<file path="src/rtl/ows_pkg.sv">
package ows_pkg;

  typedef enum logic [1:0] {
    OP_RESET = 2'd0,
    OP_WRITE = 2'd1,
    OP_READ  = 2'd2
  } ow_op_e;

  typedef enum logic [2:0] {
    S_IDLE,
    S_RST,
    S_CMD,
    S_RDT,
    S_RDC,
    S_CHK,
    S_WR,
    S_FIN
  } seq_st_e;

endpackage

</file>
<file path="src/rtl/ows_branch.sv">
// Combinational branch choice for one identifier position.
module ows_branch #(
  parameter int ROM_W = 64,
  parameter int IDX_W = $clog2(ROM_W)
) (
  input  logic             t_bit,
  input  logic             c_bit,
  input  logic [IDX_W-1:0] idx,
  input  logic [IDX_W-1:0] last_disc,
  input  logic             last_vld,
  input  logic             prev_bit,
  output logic             dir,
  output logic             zero_br,
  output logic             abort
);

  always_comb begin
    abort   = t_bit & c_bit;
    zero_br = 1'b0;
    dir     = 1'b1;
    if (t_bit != c_bit) begin
      dir = t_bit;
    end else if (!t_bit) begin
      // Both reads 0: devices disagree at this position.
      if (!last_vld) begin
        dir = 1'b0;
      end else if (idx < last_disc) begin
        dir = prev_bit;
      end else if (idx == last_disc) begin
        dir = 1'b1;
      end else begin
        dir = 1'b0;
      end
      zero_br = ~dir;
    end
  end

endmodule

</file>
<file path="src/rtl/ows_ctrl.sv">
// Pass sequencing: reset, command byte, then read/read/write per position.
module ows_ctrl
  import ows_pkg::*;
#(
  parameter int          ROM_W    = 64,
  parameter int          CMD_W    = 8,
  parameter logic [7:0]  CMD_CODE = 8'hF0,
  parameter int          IDX_W    = $clog2(ROM_W)
) (
  input  logic             clk,
  input  logic             rst_n,
  input  logic             search_req,
  input  logic             clear_state,
  input  logic             finished,
  input  logic             eng_done,
  input  logic             eng_rbit,
  input  logic             abort,
  input  logic             dir,
  output logic             cmd_valid,
  output logic [1:0]       cmd_op,
  output logic             cmd_bit,
  output logic [IDX_W-1:0] idx,
  output logic             t_bit,
  output logic             c_bit,
  output logic             ev_start,
  output logic             ev_commit,
  output logic             ev_ok,
  output logic             ev_abort,
  output logic             ev_empty,
  output logic             busy
);

  localparam int CMD_IW = (CMD_W > 1) ? $clog2(CMD_W) : 1;
  localparam logic [IDX_W-1:0] CMD_LAST = IDX_W'(CMD_W - 1);
  localparam logic [IDX_W-1:0] POS_LAST = IDX_W'(ROM_W - 1);

  seq_st_e          state_q, state_d;
  logic [IDX_W-1:0] cnt_q, cnt_d;
  logic             t_q, t_d, c_q, c_d;
  logic             cnt_en, t_en, c_en;

  always_comb begin
    state_d   = state_q;
    cnt_d     = cnt_q;
    t_d       = t_q;
    c_d       = c_q;
    ev_start  = 1'b0;
    ev_commit = 1'b0;
    ev_ok     = 1'b0;
    ev_abort  = 1'b0;
    ev_empty  = 1'b0;
    case (state_q)
      S_IDLE: begin
        if (search_req && !clear_state) begin
          if (finished) begin
            ev_empty = 1'b1;
          end else begin
            ev_start = 1'b1;
            state_d  = S_RST;
          end
        end
      end
      S_RST: begin
        if (eng_done) begin
          state_d = S_CMD;
          cnt_d   = '0;
        end
      end
      S_CMD: begin
        if (eng_done) begin
          if (cnt_q == CMD_LAST) begin
            state_d = S_RDT;
            cnt_d   = '0;
          end else begin
            cnt_d = cnt_q + 1'b1;
          end
        end
      end
      S_RDT: begin
        if (eng_done) begin
          t_d     = eng_rbit;
          state_d = S_RDC;
        end
      end
      S_RDC: begin
        if (eng_done) begin
          c_d     = eng_rbit;
          state_d = S_CHK;
        end
      end
      S_CHK: begin
        if (abort) begin
          ev_abort = 1'b1;
          state_d  = S_IDLE;
        end else begin
          state_d = S_WR;
        end
      end
      S_WR: begin
        if (eng_done) begin
          ev_commit = 1'b1;
          if (cnt_q == POS_LAST) begin
            state_d = S_FIN;
          end else begin
            cnt_d   = cnt_q + 1'b1;
            state_d = S_RDT;
          end
        end
      end
      S_FIN: begin
        ev_ok   = 1'b1;
        state_d = S_IDLE;
      end
      default: state_d = S_IDLE;
    endcase
  end

  assign cnt_en = (cnt_d != cnt_q);
  assign t_en   = (state_q == S_RDT) && eng_done;
  assign c_en   = (state_q == S_RDC) && eng_done;

  always_ff @(posedge clk or negedge rst_n) begin
    if (!rst_n) begin
      state_q <= S_IDLE;
      cnt_q   <= '0;
      t_q     <= 1'b0;
      c_q     <= 1'b0;
    end else begin
      state_q <= state_d;
      if (cnt_en) cnt_q <= cnt_d;
      if (t_en)   t_q   <= t_d;
      if (c_en)   c_q   <= c_d;
    end
  end

  always_comb begin
    cmd_valid = 1'b0;
    cmd_op    = OP_RESET;
    cmd_bit   = 1'b0;
    case (state_q)
      S_RST: begin
        cmd_valid = 1'b1;
        cmd_op    = OP_RESET;
      end
      S_CMD: begin
        cmd_valid = 1'b1;
        cmd_op    = OP_WRITE;
        cmd_bit   = CMD_CODE[cnt_q[CMD_IW-1:0]];
      end
      S_RDT, S_RDC: begin
        cmd_valid = 1'b1;
        cmd_op    = OP_READ;
      end
      S_WR: begin
        cmd_valid = 1'b1;
        cmd_op    = OP_WRITE;
        cmd_bit   = dir;
      end
      default: ;
    endcase
  end

  assign idx   = cnt_q;
  assign t_bit = t_q;
  assign c_bit = c_q;
  assign busy  = (state_q != S_IDLE);

endmodule

</file>
<file path="src/rtl/ows_track.sv">
// Identifier assembly, zero-branch tracking and state kept between passes.
module ows_track #(
  parameter int ROM_W = 64,
  parameter int IDX_W = $clog2(ROM_W)
) (
  input  logic             clk,
  input  logic             rst_n,
  input  logic             clr,
  input  logic             ev_start,
  input  logic             ev_commit,
  input  logic             ev_ok,
  input  logic             ev_abort,
  input  logic             ev_empty,
  input  logic             dir,
  input  logic             zero_br,
  input  logic [IDX_W-1:0] idx,
  output logic [ROM_W-1:0] rom_id,
  output logic [IDX_W-1:0] last_disc,
  output logic             last_vld,
  output logic             finished,
  output logic             prev_bit,
  output logic             done,
  output logic             rom_valid,
  output logic             no_dev
);

  logic [ROM_W-1:0] acc_q, acc_d, rom_q, rom_d;
  logic [IDX_W-1:0] zpos_q, zpos_d, ld_q, ld_d;
  logic             zvld_q, zvld_d, ldv_q, ldv_d, fin_q, fin_d;
  logic             done_q, done_d, rv_q, rv_d, nd_q, nd_d;
  logic             acc_en, res_en;

  always_comb begin
    acc_d  = acc_q;
    zpos_d = zpos_q;
    zvld_d = zvld_q;
    if (ev_start) begin
      acc_d  = '0;
      zpos_d = '0;
      zvld_d = 1'b0;
    end else if (ev_commit) begin
      acc_d = {dir, acc_q[ROM_W-1:1]};
      if (zero_br) begin
        zpos_d = idx;
        zvld_d = 1'b1;
      end
    end
  end

  always_comb begin
    rom_d = rom_q;
    ld_d  = ld_q;
    ldv_d = ldv_q;
    fin_d = fin_q;
    if (clr) begin
      rom_d = '0;
      ld_d  = '0;
      ldv_d = 1'b0;
      fin_d = 1'b0;
    end else if (ev_ok) begin
      rom_d = acc_q;
      ld_d  = zpos_q;
      ldv_d = zvld_q;
      fin_d = ~zvld_q;
    end else if (ev_abort) begin
      fin_d = 1'b1;
    end
  end

  assign done_d = ev_ok | ev_abort | ev_empty;
  assign rv_d   = ev_ok;
  assign nd_d   = ev_abort;
  assign acc_en = ev_start | ev_commit;
  assign res_en = clr | ev_ok | ev_abort;

  always_ff @(posedge clk or negedge rst_n) begin
    if (!rst_n) begin
      acc_q  <= '0;
      zpos_q <= '0;
      zvld_q <= 1'b0;
      rom_q  <= '0;
      ld_q   <= '0;
      ldv_q  <= 1'b0;
      fin_q  <= 1'b0;
      done_q <= 1'b0;
      rv_q   <= 1'b0;
      nd_q   <= 1'b0;
    end else begin
      if (acc_en) begin
        acc_q  <= acc_d;
        zpos_q <= zpos_d;
        zvld_q <= zvld_d;
      end
      if (res_en) begin
        rom_q <= rom_d;
        ld_q  <= ld_d;
        ldv_q <= ldv_d;
        fin_q <= fin_d;
      end
      done_q <= done_d;
      rv_q   <= rv_d;
      nd_q   <= nd_d;
    end
  end

  assign rom_id    = rom_q;
  assign last_disc = ld_q;
  assign last_vld  = ldv_q;
  assign finished  = fin_q;
  assign prev_bit  = rom_q[idx];
  assign done      = done_q;
  assign rom_valid = rv_q;
  assign no_dev    = nd_q;

endmodule

</file>
<file path="src/rtl/ow_rom_search.sv">
module ow_rom_search #(
  parameter int         ROM_W    = 64,
  parameter int         CMD_W    = 8,
  parameter logic [7:0] CMD_CODE = 8'hF0
) (
  input  logic             clk,
  input  logic             rst_n,
  input  logic             search_req,
  input  logic             clear_state,
  output logic             cmd_valid,
  output logic [1:0]       cmd_op,
  output logic             cmd_bit,
  input  logic             eng_done,
  input  logic             eng_rbit,
  output logic [ROM_W-1:0] rom_id,
  output logic             finished,
  output logic             busy,
  output logic             done,
  output logic             rom_valid,
  output logic             no_dev
);

  localparam int IDX_W = $clog2(ROM_W);

  logic [IDX_W-1:0] idx, last_disc;
  logic             last_vld, prev_bit, t_bit, c_bit;
  logic             dir, zero_br, abort;
  logic             ev_start, ev_commit, ev_ok, ev_abort, ev_empty;
  logic             clr;

  assign clr = clear_state & ~busy;

  ows_ctrl #(
    .ROM_W(ROM_W), .CMD_W(CMD_W), .CMD_CODE(CMD_CODE), .IDX_W(IDX_W)
  ) u_ctrl (
    .clk(clk), .rst_n(rst_n),
    .search_req(search_req), .clear_state(clear_state),
    .finished(finished),
    .eng_done(eng_done), .eng_rbit(eng_rbit),
    .abort(abort), .dir(dir),
    .cmd_valid(cmd_valid), .cmd_op(cmd_op), .cmd_bit(cmd_bit),
    .idx(idx), .t_bit(t_bit), .c_bit(c_bit),
    .ev_start(ev_start), .ev_commit(ev_commit), .ev_ok(ev_ok),
    .ev_abort(ev_abort), .ev_empty(ev_empty),
    .busy(busy)
  );

  ows_branch #(.ROM_W(ROM_W), .IDX_W(IDX_W)) u_branch (
    .t_bit(t_bit), .c_bit(c_bit), .idx(idx),
    .last_disc(last_disc), .last_vld(last_vld), .prev_bit(prev_bit),
    .dir(dir), .zero_br(zero_br), .abort(abort)
  );

  ows_track #(.ROM_W(ROM_W), .IDX_W(IDX_W)) u_track (
    .clk(clk), .rst_n(rst_n), .clr(clr),
    .ev_start(ev_start), .ev_commit(ev_commit), .ev_ok(ev_ok),
    .ev_abort(ev_abort), .ev_empty(ev_empty),
    .dir(dir), .zero_br(zero_br), .idx(idx),
    .rom_id(rom_id), .last_disc(last_disc), .last_vld(last_vld),
    .finished(finished), .prev_bit(prev_bit),
    .done(done), .rom_valid(rom_valid), .no_dev(no_dev)
  );

endmodule

</file>
<file path="config.mk">
export PLATFORM = sky130hd
export DESIGN_NAME = ow_rom_search
export DESIGN_NICKNAME = d
export VERILOG_FILES = /design/src/rtl/ows_pkg.sv /design/src/rtl/ows_branch.sv /design/src/rtl/ows_ctrl.sv /design/src/rtl/ows_track.sv /design/src/rtl/ow_rom_search.sv
export SDC_FILE = /design/constraint.sdc
export NUM_CORES = 1
export LEC_CHECK = 0
export CAP_MARGIN = 20
export CELL_PAD_IN_SITES_DETAIL_PLACEMENT = 0
export CELL_PAD_IN_SITES_GLOBAL_PLACEMENT = 2
export CORE_AREA = 4 4 130 163
export DETAILED_ROUTE_END_ITERATION = 10
export DIE_AREA = 0 0 134 167
export GPL_TIMING_DRIVEN = 0
export PLACE_DENSITY = 0.95
export SLEW_MARGIN = 20
export SYNTH_ARGS = -nofsm -noshare
export SYNTH_HDL_FRONTEND = slang
export SYNTH_SLANG_ARGS = --single-unit
</file>
<file path="constraint.sdc">
create_clock -name clk -period 7 [get_ports clk]
set_input_delay 1.4 -clock clk [delete_from_list [all_inputs] [get_ports clk]]
set_output_delay 1.4 -clock clk [all_outputs]
set_load 0.01 [all_outputs]
</file>
# == Word level (Yosys, flattened, before mapping) ==
# Memories as Yosys holds them, arrays and structs flattened.
# Cells that the tools add are included.
# classes
add_sub_neg,1
n_lt_le_gt_ge,3
n_eq_ne,20
mux,60
bitwise_logic,10
n_reduce_logical,20
# op_table
cell,n
64-bit two-way mux,4
6-bit two-way mux,10
1-bit two-way mux,31
3-bit two-way mux,10
3-bit one-hot mux with 8 select lines,1
6-bit one-hot mux with 3 select lines,1
3-bit equality test (second input constant),4
2-bit inequality test (second input constant),6
3-bit AND reduction,3
8-bit AND reduction,1
6-bit by 7-bit less-than comparator with 1-bit output (second input constant),1
6-bit by 1-bit adder with 6-bit output (second input constant),1
1-bit binary-select mux with 6-bit select,1
3-bit by 2-bit equality test with 1-bit output (second input constant),2
6-bit by 3-bit equality test with 1-bit output (second input constant),1
6-bit equality test,1
6-bit equality test (second input constant),1
6-bit less-than comparator,1
6-bit inequality test,1
2-bit AND reduction,3
2-bit nonzero test,3
3-bit nonzero test,2
1-bit bitwise OR,5
5-bit OR reduction,1
12 further kinds,19
# word_totals
regBits,157
romBits,8
input_bits,6
out_inout_bits,73
word_cells,129
mem_count,1
# mem_list
name,depth,word_bits,rd,rd_clocked_by_memory_dff,wr,line_no,rtl
(no name shown),8,1,1,0,0,ows_ctrl.sv:148,cmd_bit = CMD_CODE[cnt_q[CMD_IW-1:0]];

# == Logic depth before layout (Yosys ltp) ==
# Gate-level depths: netlist (run 1).
# depth
ltp_word,12
mapped_depth,11
mapped_depth_nobuf,8

# == Cells and area by module ==
# From an unflattened synthesis (run 1), not the netlist that was laid out.
# hier_totals
cells_unflattened,644
area_unflattened_um2,7493.4
# modules_own_cells
module,n_inst,cells_per_inst,area_each_um2,seq_area_each_um2
ows_track,1,514,6327.3,3653.5
ows_ctrl,1,98,927.1,275.3
ows_branch,1,31,225.2,0.0
ow_rom_search,1,1,13.8,0.0

# == Worst setup path before layout (run 1) ==
# Ideal clock, no wire load.
# synth_timing
path_kind,register -> output
startpoint,"register u_ctrl.cnt_q[0], in the netlist u_ctrl.idx[0]"
endpoint,output cmd_bit
arrival_ps,2301
t_required_ps,5600
setup_slack_ps,3299
stages_incl_launch_ff,12
path_buffers,3
path_cell_list,dfrtp_1 buf_6 buf_6 buf_2 inv_1 ha_1 inv_1 or3_1 o41a_1 o31ai_1 o41ai_1 a21oi_1
# synth_via
elab_chain_len,9
elab_cells_between_ends,14
classes_between,order compare: 1; eq/ne: 1; mux: 11; memory: 1
# synth_lines
element,line_no,rtl
"start, declared",ows_ctrl.sv:38,"logic [IDX_W-1:0] cnt_q, cnt_d;"
"start signal, assigned",ows_ctrl.sv:130,if (cnt_en) cnt_q <= cnt_d;
1-bit binary-select mux with 6-bit select or 6-bit equality test (tied branches),"ows_track.sv:110, ows_branch.sv:29",
1-bit two-way mux (on tied branches),"ows_track.sv:110, ows_branch.sv:29",
1-bit two-way mux,ows_branch.sv:27,end else if (idx < last_disc) begin
1-bit two-way mux,ows_branch.sv:25,if (!last_vld) begin
1-bit two-way mux,ows_branch.sv:23,end else if (!t_bit) begin
1-bit two-way mux,ows_branch.sv:21,if (t_bit != c_bit) begin
1-bit two-way mux,ows_branch.sv:23,
1-bit two-way mux,ows_branch.sv:21,
1-bit one-hot mux with 2 select lines *,ows_ctrl.sv:140,case (state_q)
"end, declared",ow_rom_search.sv:12,"output logic cmd_bit,"
# Every way passes the cells marked *; elsewhere a longest branch is shown, timed or not. The select of a mux whose other input is x is not followed.

# == Worst setup path after layout (run 1) ==
# Same ends and word-level chain as after synthesis.

==> impl_metrics.env, run 1 <==
export IMPL_synth_adder_area_share_pct=1.36
export IMPL_synth_top_area_cell="dfrtp_1"
export IMPL_pre_cts_ws_ns=1.64
export IMPL_worst_path_buf_inv=5
export IMPL_crit_required_ns=5.60
export IMPL_dieArea_um2=22400
export IMPL_cts_buffers=17
export IMPL_reg2regPathDepth=10
export IMPL_clockBufferDepth=2
export IMPL_syn_avg_cell_area_um2=8.91
export IMPL_synth_seq_cells=157
export IMPL_final_cells=1203
export IMPL_grt_start_max_net_pins=57
export IMPL_synthSimpleGateAreaFrac_pct=20.3
export IMPL_grt_pass1_wl_um=35200
export IMPL_critPathArrivalTime_ns=4.42
export IMPL_path_max_fanout=10
export IMPL_timing_rr_end="u_track.acc_q[63]$_DFFE_PN0P_"
export IMPL_cts_reportedPaths_clkPinSlew_ns=0.06
export IMPL_r2r_setup_slack_ns=3.36
export IMPL_gr_total_overflow=0
export IMPL_post_dp_hpwl_um=15400
export IMPL_drt_pass1_iterations=6
export IMPL_whs_path_depth=2
export IMPL_fp_row_count=57
export IMPL_async_flop_share_pct=100
export IMPL_power_per_cell_area_nw_per_um2=349
export IMPL_grt_total_usage_pct=19.8
export IMPL_pin_count=79
export IMPL_cpMaxStageDelayCell="o41ai_1"
export IMPL_ant_nets=0
export IMPL_tightest_slew_ns=0.875
export IMPL_path_class="reg -> out"
export IMPL_routed_via_density=5.27
export IMPL_routabilityCongestion=0.838
export IMPL_cp_depth=11
export IMPL_wl_per_cell_um=17.9
export IMPL_reg2reg_from="u_ctrl.idx[0]$_DFFE_PN0P_"
export IMPL_slew_headroom_pct=40.9
export IMPL_hold_violations=0
export IMPL_clock_sinks=157
export IMPL_cp_slowest_stage_delay_ns=0.73
export IMPL_status="completed"
export IMPL_synth_top_family_by_area="simple AND/OR/NAND/NOR gates"
export IMPL_synth_area_top_cells="dfrtp_1, nand2_1, a21oi_1"
export IMPL_finClkSkew_ns=0.00838
export IMPL_min_from="u_track.acc_q[18]$_DFFE_PN0P_"
export IMPL_tritoncts="yes"
export IMPL_drt_wl_total_um=21600
export IMPL_crit_path_cell_trace="buf_6, buf_6, buf_2, mux2i_1, nand3_1, nand4_1, nand4_1, buf_2, o41ai_1, a21oi_1, clkdlybuf4s50_1"
export IMPL_slew_viol_final=0
export IMPL_vias=6339
export IMPL_initial_core_util_pct=37.8
export IMPL_multi_input_area_um2=3110
export IMPL_die_h_um=167
export IMPL_max_freq_mhz=172
export IMPL_rsz0062_at_grt="false"
export IMPL_coreArea_um2=19500
export IMPL_fin_ws_ns=1.18
export IMPL_tns_ns=0
export IMPL_vdd_drop_max_mv=0.158
export IMPL_finalCritPeriodShare_pct=83.1
export IMPL_layout_drive_gt1_share_pct=5.12
export IMPL_synth_mux_area_share_pct=5.81
export IMPL_synth_top_area_share_pct=53.4
export IMPL_cts_root_buf="clkbuf_16"
export IMPL_n_antenna_cell=0
export IMPL_nFillCells=1893
export IMPL_hold_path_class="reg -> reg"
export IMPL_synth_cells=826
export IMPL_htreeDepth=4
export IMPL_setup_viol=0
export IMPL_period_minus_slack_ns=5.82
export IMPL_path_delay_family="buffers and inverters"
export IMPL_synth_edf_count=0
export IMPL_grt_pass1_vias=6250
export IMPL_hold_buffers=0
export IMPL_leakagePower_nw=3.82
export IMPL_cts_resized=0
export IMPL_worstSkewPairLatency_ns=0.43
export IMPL_io_buffers=77
export IMPL_die_w_um=134
export IMPL_min_to="u_track.acc_q[17]$_DFFE_PN0P_"
export IMPL_endpoint_kind="primary output"
export IMPL_synth_xor_area_share_pct=0
export IMPL_synth_compound_area_share_pct=14.7
export IMPL_syn2layout_area_growth_pct=24.1
export IMPL_drtIter0Drc=545
export IMPL_startpoint_type="flip-flop"
export IMPL_syn_nets=840
export IMPL_cts_setup_buffers=0
export IMPL_post_route_util_pct=46.9
export IMPL_place_inst=1170
export IMPL_nets=939
export IMPL_seq_area_frac_synth_pct=53.4
export IMPL_ys_warn_count=0
export IMPL_syn_cell_area_um2=7360
export IMPL_synth_cell_types=49
export IMPL_antenna_found_initial=0
export IMPL_cap_violations=0
export IMPL_ys_flop_type="dfrtp_1"
export IMPL_drc=0
export IMPL_regArea_um2=3930
state kept, by name (all words and copies together), names as in the netlist, 3 cells and up:
register and cells:
u_ctrl.idx 6, u_ctrl.state_q 3, u_track.acc_q 64, u_track.last_disc 6, u_track.rom_id 64, u_track.zpos_q 6
area by class of cell:
class	count	area share, %
Tap cell	265	3.63
Buffer	63	2.89
Multi-Input combinational cell	589	34.0
Clock inverter	10	1.51
Timing Repair Buffer	80	9.18
Inverter	17	0.699
Clock buffer	22	5.08
Sequential cell	157	43.0
metrics by stage:
stage	power, mW	hold WS (ns)	area (µm²)
global placement	2.24	0.492	8470
detailed placement	2.25	0.493	8530
floorplan	1.77	0.471	7360
finish	3.19	0.506	9140
global route	3.37	0.524	9140
CTS	3.21	0.512	9130
kinds of logic (layout without fill, tap and decap cells):
| group | count (synthesis) | after routing |
|---|---|---|
| buf+inv | 80 | 192 |
| fa+ha+maj | 8 | 8 |
| flops | 157 | 157 |
| mux | 30 | 30 |
| compound gates | 188 | 188 |
| simple gates | 363 | 363 |
synthesized netlist by cell type (2+ instances only):
cell type and instances:
buf_6 3, nor4_1 5, a21oi_1 88, dfrtp_1 157
o311a_1 4, or3_1 5, mux2_2 4, nand4b_1 2
nand4_1 4, nor2_1 16, a32oi_1 3, nand3_1 16
a22oi_1 4, o311ai_0 2, buf_2 4, and3_1 3
mux4_2 2, nor2b_1 7, mux4_1 6, clkbuf_1 51
o21ai_0 68, nand2_1 287, inv_1 17, buf_1 5
ha_1 8, nor3_1 12, mux2i_1 18, a32o_1 4
cells in the final DEF (no fill, tap or decap), types with 6 or more instances in the layout:
cell and count:
nor2_1 16, nand2_1 287, nor2b_1 7, mux4_1 6, a21oi_1 88, nor3_1 12
inv_1 17, o21ai_0 68, clkbuf_16 17, nand3_1 16, ha_1 8, mux2i_1 18
clkbuf_1 54, dfrtp_1 157, clkdlybuf4s50_1 76
metal layers:
metal	up-vias	global-route usage [%]	wire length [µm]
li1	3014	-	-
met1	3142	26.1	9360
met2	156	33.0	10800
met3	27	3.80	882
met4	0	6.49	512
met5	-	0	0
how the worst max path moves through the flow:
stage	startpoint	end	slack [ns]
detailed placement	u_ctrl.idx[0]$_DFFE_PN0P_	cmd_bit	1.64
global route	u_ctrl.idx[0]$_DFFE_PN0P_	cmd_bit	1.05
finish	u_ctrl.idx[0]$_DFFE_PN0P_	cmd_bit	1.18
floorplan	u_ctrl.idx[0]$_DFFE_PN0P_	cmd_bit	3.30
CTS	u_ctrl.idx[0]$_DFFE_PN0P_	cmd_bit	1.16
global placement	rst_n	u_track.rom_id[0]$_DFFE_PN0P_	-2.15
worst reg2reg max path: cells and delay by family, from the launching register on:
| family | cells | cell delay (ns) |
|---|---|---|
| AO/OA/AOI/OAI | 2 | 0.92 |
| AND/OR/NAND/NOR | 3 | 0.54 |
| multiplexers | 1 | 0.39 |
| buffers and inverters | 4 | 1.16 |
| flip-flops | 1 | 0.49 |
power by group:
group | internal, mW | total (mW) | switching (mW)
clock | 0.580 | 0.952 | 0.372
sequential | 1.04 | 1.17 | 0.129
combinational | 0.437 | 1.07 | 0.633
total | 2.06 | 3.19 | 1.13
Note: power is estimated with default switching activity, not from simulation.
==> inputs of run 2 (changes only) <==
Settings changed: CORE_AREA 4 4 130 163 to 4 4 135 170, DIE_AREA 0 0 134 167 to 0 0 139 174, PLACE_DENSITY 0.95 to 0.9.
Clock period 7 ns to 5.4 ns, I/O delays scaled along.
==> run 2 against run 1 <==
The run now ends with setup timing left. Wire length increased by 0.88%. Register-to-register slack got worse by 1.5 ns. Final area decreased by 0.36%. Worst hold slack improved by 0.0050 ns. Clock power increased by 24%. Flip-flop and latch count unchanged. Non-clock buffer count decreased by 2. Worst setup slack got worse by 1.2 ns. Largest cell class unchanged. Global-route usage decreased by 1.7 points. Clock-buffer cell count decreased by 2.
==> impl_metrics.env, run 2 (same netlist as run 1, synthesis figures left out) <==
export IMPL_cts_buffers=17
export IMPL_drc=0
export IMPL_grt_pass1_vias=6339
export IMPL_io_buffers=77
export IMPL_nFillCells=2202
export IMPL_startpoint_type="flip-flop"
export IMPL_setup_viol=1
export IMPL_finClkSkew_ns=0.0103
export IMPL_drt_wl_total_um=21800
export IMPL_violations="setup timing"
export IMPL_combPwrFrac_pct=34.1
export IMPL_post_route_util_pct=42.7
export IMPL_power_per_cell_area_nw_per_um2=449
export IMPL_tightest_slew_ns=0.965
export IMPL_grt_start_max_net_pins=85
export IMPL_grt_total_usage_pct=18.2
export IMPL_nets=937
export IMPL_intPower_mw=2.59
export IMPL_switching_share_pct=36.8
export IMPL_endpoint_kind="primary output"
export IMPL_tritoncts="yes"
export IMPL_fin_ws_ns=-0.00585
export IMPL_hold_violations=0
export IMPL_slew_viol_final=0
export IMPL_seqPwrFrac_pct=37.0
export IMPL_die_h_um=174
export IMPL_hold_buffers=0
export IMPL_hold_worst_slack_ns=0.511
export IMPL_pin_count=79
export IMPL_layout_common_cells="nand2_1, dfrtp_1, a21oi_1"
export IMPL_cap_violations=0
export IMPL_crit_required_ns=4.32
export IMPL_routed_via_density=5.18
export IMPL_grt_pass1_wl_um=34800
export IMPL_syn2layout_area_growth_pct=23.6
export IMPL_coreArea_um2=21300
export IMPL_finalCritPeriodShare_pct=100
export IMPL_post_dp_hpwl_um=15400
export IMPL_worstSkewPairLatency_ns=0.43
export IMPL_critPathArrivalTime_ns=4.33
export IMPL_cts_root_buf="clkbuf_16"
export IMPL_layout_commonest_cell="nand2_1"
export IMPL_leakagePower_nw=3.79
export IMPL_final_cells=1215
export IMPL_layout_drive_gt1_share_pct=5.34
export IMPL_status="complete, but fails checks"
export IMPL_p_clk_share_pct=29.0
export IMPL_period_minus_slack_ns=5.41
export IMPL_initial_core_util_pct=34.5
export IMPL_fp_row_count=60
export IMPL_clockBufferDepth=2
export IMPL_max_freq_mhz=185
export IMPL_slew_headroom_pct=35.5
export IMPL_p_switching_mw=1.50
export IMPL_clock_sinks=157
export IMPL_place_inst=1183
export IMPL_die_w_um=139
export IMPL_placed_area_um2=8520
export IMPL_drtIter0Drc=511
export IMPL_drt_pass1_iterations=5
export IMPL_postLayoutCellArea_um2=9100
export IMPL_path_class="reg -> out"
export IMPL_vdd_drop_max_mv=0.275
export IMPL_path_max_fanout=10
export IMPL_antenna_found_initial=0
export IMPL_rsz0062_at_grt="false"
export IMPL_ant_nets=0
export IMPL_dieArea_um2=24200
export IMPL_wl_per_cell_um=17.9
export IMPL_hold_path_class="reg -> reg"
export IMPL_n_antenna_cell=0
export IMPL_vias=6298
export IMPL_routabilityCongestion=0.812
export IMPL_cts_reportedPaths_clkPinSlew_ns=0.07
export IMPL_gr_total_overflow=0
export IMPL_htreeDepth=4
## run 2: changes by cell type in the layout (fill, tap and decap cells not counted)
cell / previous run / this run
o41ai_1: 1 / 0
clkinv_2: 3 / 2
buf_16: 2 / 1
inv_6: 1 / 2
clkbuf_1: 54 / 51
clkinv_4: 1 / 2
clkinvlp_4: 2 / 5
bufinv_16: 3 / 1
o41ai_2: 0 / 1
buf_4: 1 / 0
clkbuf_8: 2 / 3
## run 2: worst paths after layout
path	from	end	slack (ns)	cells after the start
max reg2reg	u_ctrl.idx[0]$_DFFE_PN0P_	u_track.acc_q[63]$_DFFE_PN0P_	1.84	11
min	u_track.acc_q[37]$_DFFE_PN0P_	u_track.acc_q[36]$_DFFE_PN0P_	0.51	2
max	u_ctrl.idx[0]$_DFFE_PN0P_	cmd_bit	-0.006	12
min reg2reg	u_track.acc_q[37]$_DFFE_PN0P_	u_track.acc_q[36]$_DFFE_PN0P_	0.51	2
max in group asynchronous	rst_n	u_track.rom_id[0]$_DFFE_PN0P_	3.94	2
min in group asynchronous	rst_n	u_track.rom_id[14]$_DFFE_PN0P_	0.65	1
## run 2: power groups by stage
stage | clock network (mW) | registers [mW] | logic, mW
floorplan | 0 | 1.52 | 0.778
global placement | 0 | 1.53 | 1.38
detailed placement | 0 | 1.53 | 1.39
CTS | 1.20 | 1.51 | 1.40
global route | 1.25 | 1.54 | 1.53
finish | 1.18 | 1.51 | 1.39
## run 2: worst max-delay path, stage by stage, from the launching register on
cell	delay (ns)
dfrtp_1	0.50
buf_6	0.23
buf_6	0.18
buf_2	0.24
inv_1	0.10
ha_1	0.14
nor3_1	0.06
nor4_1	0.57
nand4_1	0.40
buf_2	0.31
o41ai_2	0.48
a21oi_1	0.15
clkdlybuf4s50_1	0.50
## run 2: area by class of cell
cell class	instances	area, µm²	area share [%]
plain buffers	63	264	2.90
repair buffers	78	803	8.82
well taps	279	349	3.84
clock buffers	20	467	5.13
multi-input cells	589	3110	34.2
flip-flops and latches	157	3930	43.2
inverters	17	63.8	0.701
clock inverters	12	113	1.24
## run 2: per-stage QoR
stage	total power [mW]	setup WS, ns	setup TNS, ns
2_1_floorplan	2.30	2.02	0
3_3_place_gp	2.91	-3.53	-552.07
3_5_place_dp	2.92	0.301	0
4_1_cts	4.11	0.129	0
5_1_grt	4.31	0.0186	0
6_report	4.09	-0.00585	-0.00585
## run 2: per-layer routing
layer  global-route usage, %  routed length [µm]
met5                       0                   0
met4                    6.65                 459
met1                    22.3                9220
met3                    2.72                 817
met2                    32.3               11300
## run 2: what timing repair did
item	4_1_cts	5_1_grt
buffers inserted	0	0
setup endpoints to repair	1	0
resized for setup	1	0
endpoints found under the hold margin	0	0
